## config.mk

```make
export PLATFORM = sky130hd
export DESIGN_NAME = uart_req_status
export DESIGN_NICKNAME = d
export VERILOG_FILES = /design/src/rtl/uart_req_pkg.sv /design/src/rtl/uart_req_ctrl.sv /design/src/rtl/uart_req_status_path.sv /design/src/rtl/uart_req_status.sv
export SDC_FILE = /design/constraint.sdc
export NUM_CORES = 1
export LEC_CHECK = 0
export ABC_CLOCK_PERIOD_IN_PS = 1930
export BUFFER_PORTS_ARGS = -buffer_cell sky130_fd_sc_hd__buf_2
export CAP_MARGIN = 20
export CORE_AREA = 2 2 49 51
export CTS_CLUSTER_DIAMETER = 150
export DETAILED_ROUTE_END_ITERATION = 7
export DIE_AREA = 0 0 51 53
export GPL_TIMING_DRIVEN = 0
export HOLD_SLACK_MARGIN = 0.05
export PLACE_DENSITY_LB_ADDON = 0.2
export RECOVER_POWER = 100
export SLEW_MARGIN = 0
export SYNTH_ARGS = -nofsm -noshare
export SYNTH_HDL_FRONTEND = slang
export SYNTH_SLANG_ARGS = --single-unit
export TNS_END_PERCENT = 5
```

## constraint.sdc

```tcl
create_clock -name clk -period 1.93 [get_ports clk]
set_clock_uncertainty 0.05 [all_clocks]
set_input_delay 0.0965 -clock clk [delete_from_list [all_inputs] [get_ports clk]]
set_output_delay 0.0965 -clock clk [all_outputs]
set_load 0.005 [all_outputs]
```

## src/rtl/uart_req_pkg.sv

```systemverilog
package uart_req_pkg;

  // request bit positions (software writes these)
  localparam int REQ_TXFLUSH_BIT = 4;
  localparam int REQ_RXFLUSH_BIT = 3;
  localparam int REQ_MUTE_BIT    = 2;
  localparam int REQ_BREAK_BIT   = 1;

  // status bit positions that this block drives
  localparam int ST_RXFNE_BIT = 5;
  localparam int ST_TC_BIT    = 6;
  localparam int ST_TXFNF_BIT = 7;
  localparam int ST_SBKF_BIT  = 18;
  localparam int ST_RWU_BIT   = 19;
  localparam int ST_TXFE_BIT  = 23;

  typedef struct packed {
    logic txFlush;
    logic rxFlush;
    logic mute;
    logic brk;
  } reqStrobes_t;

endpackage

```

## src/rtl/uart_req_ctrl.sv

```systemverilog
module uart_req_ctrl
  import uart_req_pkg::*;
#(
  parameter int ADDR_W = 8,
  parameter int DATA_W = 32,
  parameter logic [ADDR_W-1:0] REQ_OFFSET  = 'h18,
  parameter logic [ADDR_W-1:0] STAT_OFFSET = 'h1C
) (
  input  logic              clk,
  input  logic              rstN,
  input  logic              busSel,
  input  logic              busWrite,
  input  logic [ADDR_W-1:0] busAddr,
  input  logic [DATA_W-1:0] busWdata,
  input  logic [DATA_W-1:0] statusWord,
  output reqStrobes_t       strobes,
  output logic [DATA_W-1:0] busRdata
);

  logic reqHit;
  logic statHit;
  logic unusedWdata;

  assign reqHit  = busSel && busWrite && (busAddr == REQ_OFFSET);
  assign statHit = busSel && !busWrite && (busAddr == STAT_OFFSET);

  // reserved request bits are ignored
  assign unusedWdata = ^busWdata;

  always_comb begin
    strobes         = '0;
    strobes.txFlush = reqHit && busWdata[REQ_TXFLUSH_BIT];
    strobes.rxFlush = reqHit && busWdata[REQ_RXFLUSH_BIT];
    strobes.mute    = reqHit && busWdata[REQ_MUTE_BIT];
    strobes.brk     = reqHit && busWdata[REQ_BREAK_BIT];
  end

  // request register is write-only: only the status address returns data
  assign busRdata = statHit ? statusWord : '0;

  p_strobe_needs_write_r10: assert property (@(posedge clk) disable iff (!rstN)
    (strobes != '0) |-> (busSel && busWrite));

  p_req_reads_zero_r2: assert property (@(posedge clk) disable iff (!rstN)
    (busSel && !busWrite && busAddr == REQ_OFFSET) |-> (busRdata == '0));

endmodule

```

## src/rtl/uart_req_status_path.sv

```systemverilog
module uart_req_status_path
  import uart_req_pkg::*;
#(
  parameter int DATA_W = 32
) (
  input  logic              clk,
  input  logic              rstN,
  input  reqStrobes_t       strobes,
  input  logic              txFifoEmpty,
  input  logic              txFifoFull,
  input  logic              rxFifoNotEmpty,
  input  logic              txComplete,
  input  logic              txIdle,
  input  logic              breakDone,
  input  logic              wakeEvent,
  input  logic              txDataWrite,
  output logic [DATA_W-1:0] statusWord,
  output logic              breakReq,
  output logic              txPush
);

  logic txfeQ, tcQ, txFullQ, rxNeQ;
  logic flushBusy, rxDiscard;
  logic rwuQ, sbkfQ, brkIssued;
  logic txNotFull, rxNotEmptyFlag;

  always_ff @(posedge clk or negedge rstN) begin
    if (!rstN) begin
      txfeQ     <= 1'b1;
      tcQ       <= 1'b1;
      txFullQ   <= 1'b0;
      rxNeQ     <= 1'b0;
      flushBusy <= 1'b0;
      rxDiscard <= 1'b0;
      rwuQ      <= 1'b0;
      sbkfQ     <= 1'b0;
      brkIssued <= 1'b0;
    end else begin
      txfeQ   <= txFifoEmpty;
      tcQ     <= txComplete;
      txFullQ <= txFifoFull;
      rxNeQ   <= rxFifoNotEmpty;

      if (strobes.txFlush)  flushBusy <= 1'b1;
      else if (txFifoEmpty) flushBusy <= 1'b0;

      if (strobes.rxFlush)      rxDiscard <= 1'b1;
      else if (!rxFifoNotEmpty) rxDiscard <= 1'b0;

      if (strobes.mute)   rwuQ <= 1'b0;
      else if (wakeEvent) rwuQ <= 1'b1;

      if (breakDone) begin
        sbkfQ     <= strobes.brk;
        brkIssued <= 1'b0;
      end else begin
        if (strobes.brk) sbkfQ     <= 1'b1;
        if (breakReq)    brkIssued <= 1'b1;
      end
    end
  end

  assign txNotFull      = !txFullQ && !flushBusy;
  assign rxNotEmptyFlag = rxNeQ && !rxDiscard;
  assign breakReq       = sbkfQ && !brkIssued && txIdle;
  assign txPush         = txDataWrite && txNotFull;

  always_comb begin
    statusWord               = '0;
    statusWord[ST_RXFNE_BIT] = rxNotEmptyFlag;
    statusWord[ST_TC_BIT]    = tcQ;
    statusWord[ST_TXFNF_BIT] = txNotFull;
    statusWord[ST_SBKF_BIT]  = sbkfQ;
    statusWord[ST_RWU_BIT]   = rwuQ;
    statusWord[ST_TXFE_BIT]  = txfeQ;
  end

  p_txfnf_low_on_flush_r4: assert property (@(posedge clk) disable iff (!rstN)
    strobes.txFlush |=> !statusWord[ST_TXFNF_BIT]);

  p_txfnf_hold_r4: assert property (@(posedge clk) disable iff (!rstN)
    (!statusWord[ST_TXFNF_BIT] && !txFifoEmpty && !txFifoFull && flushBusy)
      |=> !statusWord[ST_TXFNF_BIT]);

  p_rxfne_clear_r6: assert property (@(posedge clk) disable iff (!rstN)
    strobes.rxFlush |=> !statusWord[ST_RXFNE_BIT]);

  p_rwu_clear_r7: assert property (@(posedge clk) disable iff (!rstN)
    strobes.mute |=> !statusWord[ST_RWU_BIT]);

  p_sbkf_set_r8: assert property (@(posedge clk) disable iff (!rstN)
    strobes.brk |=> statusWord[ST_SBKF_BIT]);

  p_brk_single_r9: assert property (@(posedge clk) disable iff (!rstN)
    breakReq |=> !breakReq);

  p_brk_gate_r9: assert property (@(posedge clk) disable iff (!rstN)
    breakReq |-> (txIdle && statusWord[ST_SBKF_BIT]));

endmodule

```

## src/rtl/uart_req_status.sv

```systemverilog
module uart_req_status
  import uart_req_pkg::*;
#(
  parameter int ADDR_W = 8,
  parameter int DATA_W = 32,
  parameter logic [ADDR_W-1:0] REQ_OFFSET  = 'h18,
  parameter logic [ADDR_W-1:0] STAT_OFFSET = 'h1C
) (
  input  logic              clk,
  input  logic              rstN,
  input  logic              busSel,
  input  logic              busWrite,
  input  logic [ADDR_W-1:0] busAddr,
  input  logic [DATA_W-1:0] busWdata,
  output logic [DATA_W-1:0] busRdata,
  input  logic              txFifoEmpty,
  input  logic              txFifoFull,
  input  logic              rxFifoNotEmpty,
  input  logic              txComplete,
  input  logic              txIdle,
  input  logic              breakDone,
  input  logic              wakeEvent,
  input  logic              txDataWrite,
  output logic              txFlushReq,
  output logic              rxFlushReq,
  output logic              muteReq,
  output logic              breakReq,
  output logic              txPush
);

  reqStrobes_t       strobes;
  logic [DATA_W-1:0] statusWord;

  uart_req_ctrl #(
    .ADDR_W(ADDR_W), .DATA_W(DATA_W),
    .REQ_OFFSET(REQ_OFFSET), .STAT_OFFSET(STAT_OFFSET)
  ) ctrl (
    .clk(clk), .rstN(rstN),
    .busSel(busSel), .busWrite(busWrite), .busAddr(busAddr),
    .busWdata(busWdata), .statusWord(statusWord),
    .strobes(strobes), .busRdata(busRdata)
  );

  uart_req_status_path #(.DATA_W(DATA_W)) path (
    .clk(clk), .rstN(rstN), .strobes(strobes),
    .txFifoEmpty(txFifoEmpty), .txFifoFull(txFifoFull),
    .rxFifoNotEmpty(rxFifoNotEmpty), .txComplete(txComplete),
    .txIdle(txIdle), .breakDone(breakDone), .wakeEvent(wakeEvent),
    .txDataWrite(txDataWrite), .statusWord(statusWord),
    .breakReq(breakReq), .txPush(txPush)
  );

  assign txFlushReq = strobes.txFlush;
  assign rxFlushReq = strobes.rxFlush;
  assign muteReq    = strobes.mute;

endmodule

```

* Word-level counts from Yosys, hierarchy flattened
Index checks and enable logic that the tools add are counted.
Cells by class: equal/unequal tests 3, mux-type cells 11, reductions and logical operators 22
Operators by type and width (count):
- 2-to-1 mux 24 bit | 1
- equality test 8 x 5 -> 1 bit (second input constant) | 2
- logical AND 1 bit | 13
- 2-to-1 mux 1 bit | 10
- nonzero test 2 bit | 4
- zero test 1 bit | 5
- != test 2 x 1 -> 1 bit (second input constant) | 1
Word-level totals: bits in registers 9, input bits 52, output and inout port bits 37

* Logic depth before layout (Yosys ltp)
word-level depth 5, depth in mapped cells 3, depth with buffers taken out 2

* Cells and area by module
A second synthesis with hierarchy kept.
Unflattened totals: cell total of the unflattened synthesis 146, area total of the unflattened synthesis 1222.4 sq um
By module, submodules not included:
- uart_req_ctrl | instances 1, cells each 90, area each 678.2 sq um
- uart_req_status_path | instances 1, cells each 56, area each 544.3 sq um

* Worst setup path before layout
OpenSTA, ideal clock, no wires.
path kind in2out, start point input busAddr[5], end point output busRdata[18], arrival time 1030 ps, data required time 1783 ps, setup slack 753 ps, stages on the path 3, cells stage by stage or4b_4 buf_6 nor4_2
On the way: longest elaborated chain between the ends 3
Ends and longest elaborated chain:
- from (decl) | RTL line uart_req_status.sv:13 | input logic [ADDR_W-1:0] busAddr,
- equality test 8 x 5 -> 1 bit | RTL line uart_req_ctrl.sv:25 | assign statHit = busSel && !busWrite && (busAddr == STAT_OFFSET);
- logical AND 1 bit | RTL line uart_req_ctrl.sv:25
- 2-to-1 mux 24 bit | RTL line uart_req_ctrl.sv:39 | assign busRdata = statHit ? statusWord : '0;
- to (decl) | RTL line uart_req_status.sv:15 | output logic [DATA_W-1:0] busRdata,
No other way between the ends.

* Final worst setup path
start point input busAddr[5], end point output busRdata[23]
The elaborated chain is that of the path after synthesis.

==> out/qor.yml <==
global_routing:
  grt_max_degree: 11
  first_global_vias: 567
  top_usage_layer: "met2"
  grt.overflow.total: 0
  grt_pass1_wl_mm: 2.33
  antenna_found_initial: 0
  use_met2: 0.188
  use_met1: 0.134
  met3_usage: 0.0395
  grt.total_usage: 0.118
logic_synthesis:
  synth_top_family_by_area: "buffers and inverters"
  yosysMostFrequentCell: "buf_4"
  synth_area_um2: 712
  synthArstFlopShare: 1.00
  synth-simple-area-share: 0.279
  synthTopCellsByArea: "buf_4 (27%), dfrtp_1 (25%), dfstp_2 (7.4%)"
  synth_enable_flop_cells: 0
  synth.mux.area_fraction: 0
  synthTopCellsByCount: "buf_4 (26), dfrtp_1 (7), inv_1 (5)"
  ys_seq_area_frac: 0.320
  ys_seq_elements: 9
  synth-compound-area-share: 0.0721
  yosys_warnings: 0
  synth-main-ff-cell: "dfrtp_1"
  synth_xor_area_frac: 0
  yosysTopAreaCell: "buf_4"
  synth_cells: 74
  synth_cell_types: 21
  netlist.area_leader.share: 0.274
  yosys.area_share.adder: 0
  synth_area_per_cell_um2: 9.62
setup_path:
  critPathKind: "primary input to primary output"
  r2r_slack_ps: 1000
  slowest_delay_ps: 600
  cp-endpoint: "busRdata[23]"
  path_depth: 5
  required_ps: 1780
  path_max_fanout: 10
  cp-start-kind: "primary input"
  ff2ff_path_depth: 2
  cp_top_family: "simple AND/OR/NAND/NOR gates"
  crit_buf_inv: 3
  crit_chain: "buf_2 -> or4b_1 -> buf_6 -> nor4_2 -> clkbuf_1"
  end_kind: "primary output"
  critical_path_arrival_ps: 1360
  r2r_end: "path.rwuQ"
  critPathLaunch: "busAddr[5]"
  cp_slowest_cell: "or4b_1"
  worstReg2RegStart: "path.rwuQ"
floorplan:
  num_rows: 17
  io_pins: 89
  core-area_mm2: 0.00215
  die_h_um: 53
  die_area_mm2: 0.00270
  start_util: 0.331
  die_w_um: 51
power_and_ir_drop:
  intPower_mw: 0.338
  power.total_mw: 0.455
  p_leak_nw: 0.567
  p_seq_frac: 0.429
  clkPwrFrac: 0.325
  switching_share: 0.259
  p_switching_mw: 0.118
  irDropWorstVdd_uv: 292
  combPwrFrac: 0.245
  p_per_area_mw_per_mm2: 419
routing:
  first_pass_iters: 4
  postRouteWirelength_mm: 1.48
  drtIter0Drc: 5
  wl_per_cell_um: 8.59
  num_vias: 650
  drc: 0
  postRouteAntennaNets: 0
  viasPerCell: 3.78
place:
  portBuffers: 34
  gp_congestion: 0.693
  hpwl_mm: 1.24
  dpl_cell_area_mm2: 0.00101
sta:
  hold_ws_ps: 53.6
  hold_viol_final: 0
  finalCriticalPeriod_ps: 1500
  slew_viol_final: 0
  finalSetupTns_ps: 0
  finalSetupViolations: 0
  max_freq_mhz: 666
  min_period_over_period: 0.778
  rsz0062_at_grt: "false"
clock_network:
  clockBufferDepth: 2
  htreeDepth: 1
  cts_buffers: 3
  cts_tree: "built"
  postCtsResizedCells: 0
  clock-sinks: 9
  cts_hold_buf: 7
  clk_pin_slew_worst_paths_ps: 60
  insertion_delay_ps: 260
  clockRootBuffer: "clkbuf_4"
  cts_setup_buffers: 0
cells_and_area:
  area_growth_syn_to_layout_pct: 52.5
  drive_above_1_share: 0.465
  stdcell_area_mm2: 0.00109
  diodes: 0
  nets: 197
worst_hold_path:
  hp-class: "primary input to register"
outcome:
  status: "finished clean"
job:
  max_cap_viol_count: 0
-- state kept, by name, summed over array words and instances, names as in the netlist --
register,cells
path.brkIssued,1
path.flushBusy,1
path.rwuQ,1
path.rxDiscard,1
path.rxNeQ,1
path.sbkfQ,1
path.tcQ,1
path.txFullQ,1
path.txfeQ,1
-- logic make-up after synthesis --
family,Yosys count
AO/OA/AOI/OAI,5
buffers and inverters,33
other,1
flip-flops,9
AND/OR/NAND/NOR,26
-- cell type report --
type / instances / area (um^2)
clock inverters: 1 / 5.00
flip-flops and latches: 9 / 228
clock buffers: 3 / 22.5
multi-input cells: 57 / 339
well taps: 28 / 35.0
inverters: 5 / 18.8
fillers: 210 / 1060
repair buffers: 41 / 226
plain buffers: 28 / 211
-- routing by layer --
metal | vias to the layer above | share of wire
met4 | 0 | 0.016
met1 | 259 | 0.40
li1 | 334 | -
met5 | - | 0
met2 | 53 | 0.42
met3 | 4 | 0.16
-- how the worst min path moves through the flow --
stage                      from             end  cells after the start
CTS                      txIdle  path.brkIssued                      3
global placement           rstN    path.txFullQ                      1
finish                   txIdle  path.brkIssued                      3
global route        busWdata[4]  path.flushBusy                      3
detailed placement         rstN    path.txFullQ                      1
floorplan                  rstN  path.brkIssued                      0
-- worst min-delay path, delay by kind of cell --
kind	cells	cell delay [ps]
buffers and inverters	1	90
AND/OR/NAND/NOR	1	80
AO/OA/AOI/OAI	1	60
-- through the flow --
step           instances   util  worst slack [ps]
2_1_floorplan         99      -               753
3_3_place_gp         161  0.471               473
3_5_place_dp         161  0.471               485
4_1_cts              172  0.516               479
5_1_grt              172  0.506               338
6_report             172  0.506               428
-- placed cells by master (no fill, tap or decap), types with 3 or more instances in the layout --
cell type | synthesis | layout
buf_2 | 1 | 21
buf_4 | 26 | 26
clkbuf_1 | 0 | 11
clkbuf_2 | 0 | 3
clkbuf_4 | 0 | 3
conb_1 | 1 | 26
dfrtp_1 | 7 | 7
dlygate4sd3_1 | 0 | 7
inv_1 | 5 | 5
nand2b_1 | 4 | 4
nand3b_1 | 4 | 4
nor2_1 | 3 | 3
nor4_2 | 4 | 4
-- power by group through the flow --
stage / Combinational, mW / Clock, mW / Sequential (mW)
floorplan: 0.0687 / 0 / 0.199
global placement: 0.101 / 0 / 0.199
detailed placement: 0.102 / 0 / 0.199
CTS: 0.113 / 0.155 / 0.196
global route: 0.124 / 0.166 / 0.196
finish: 0.112 / 0.148 / 0.195
Note: power is estimated with default switching activity, not from simulation.
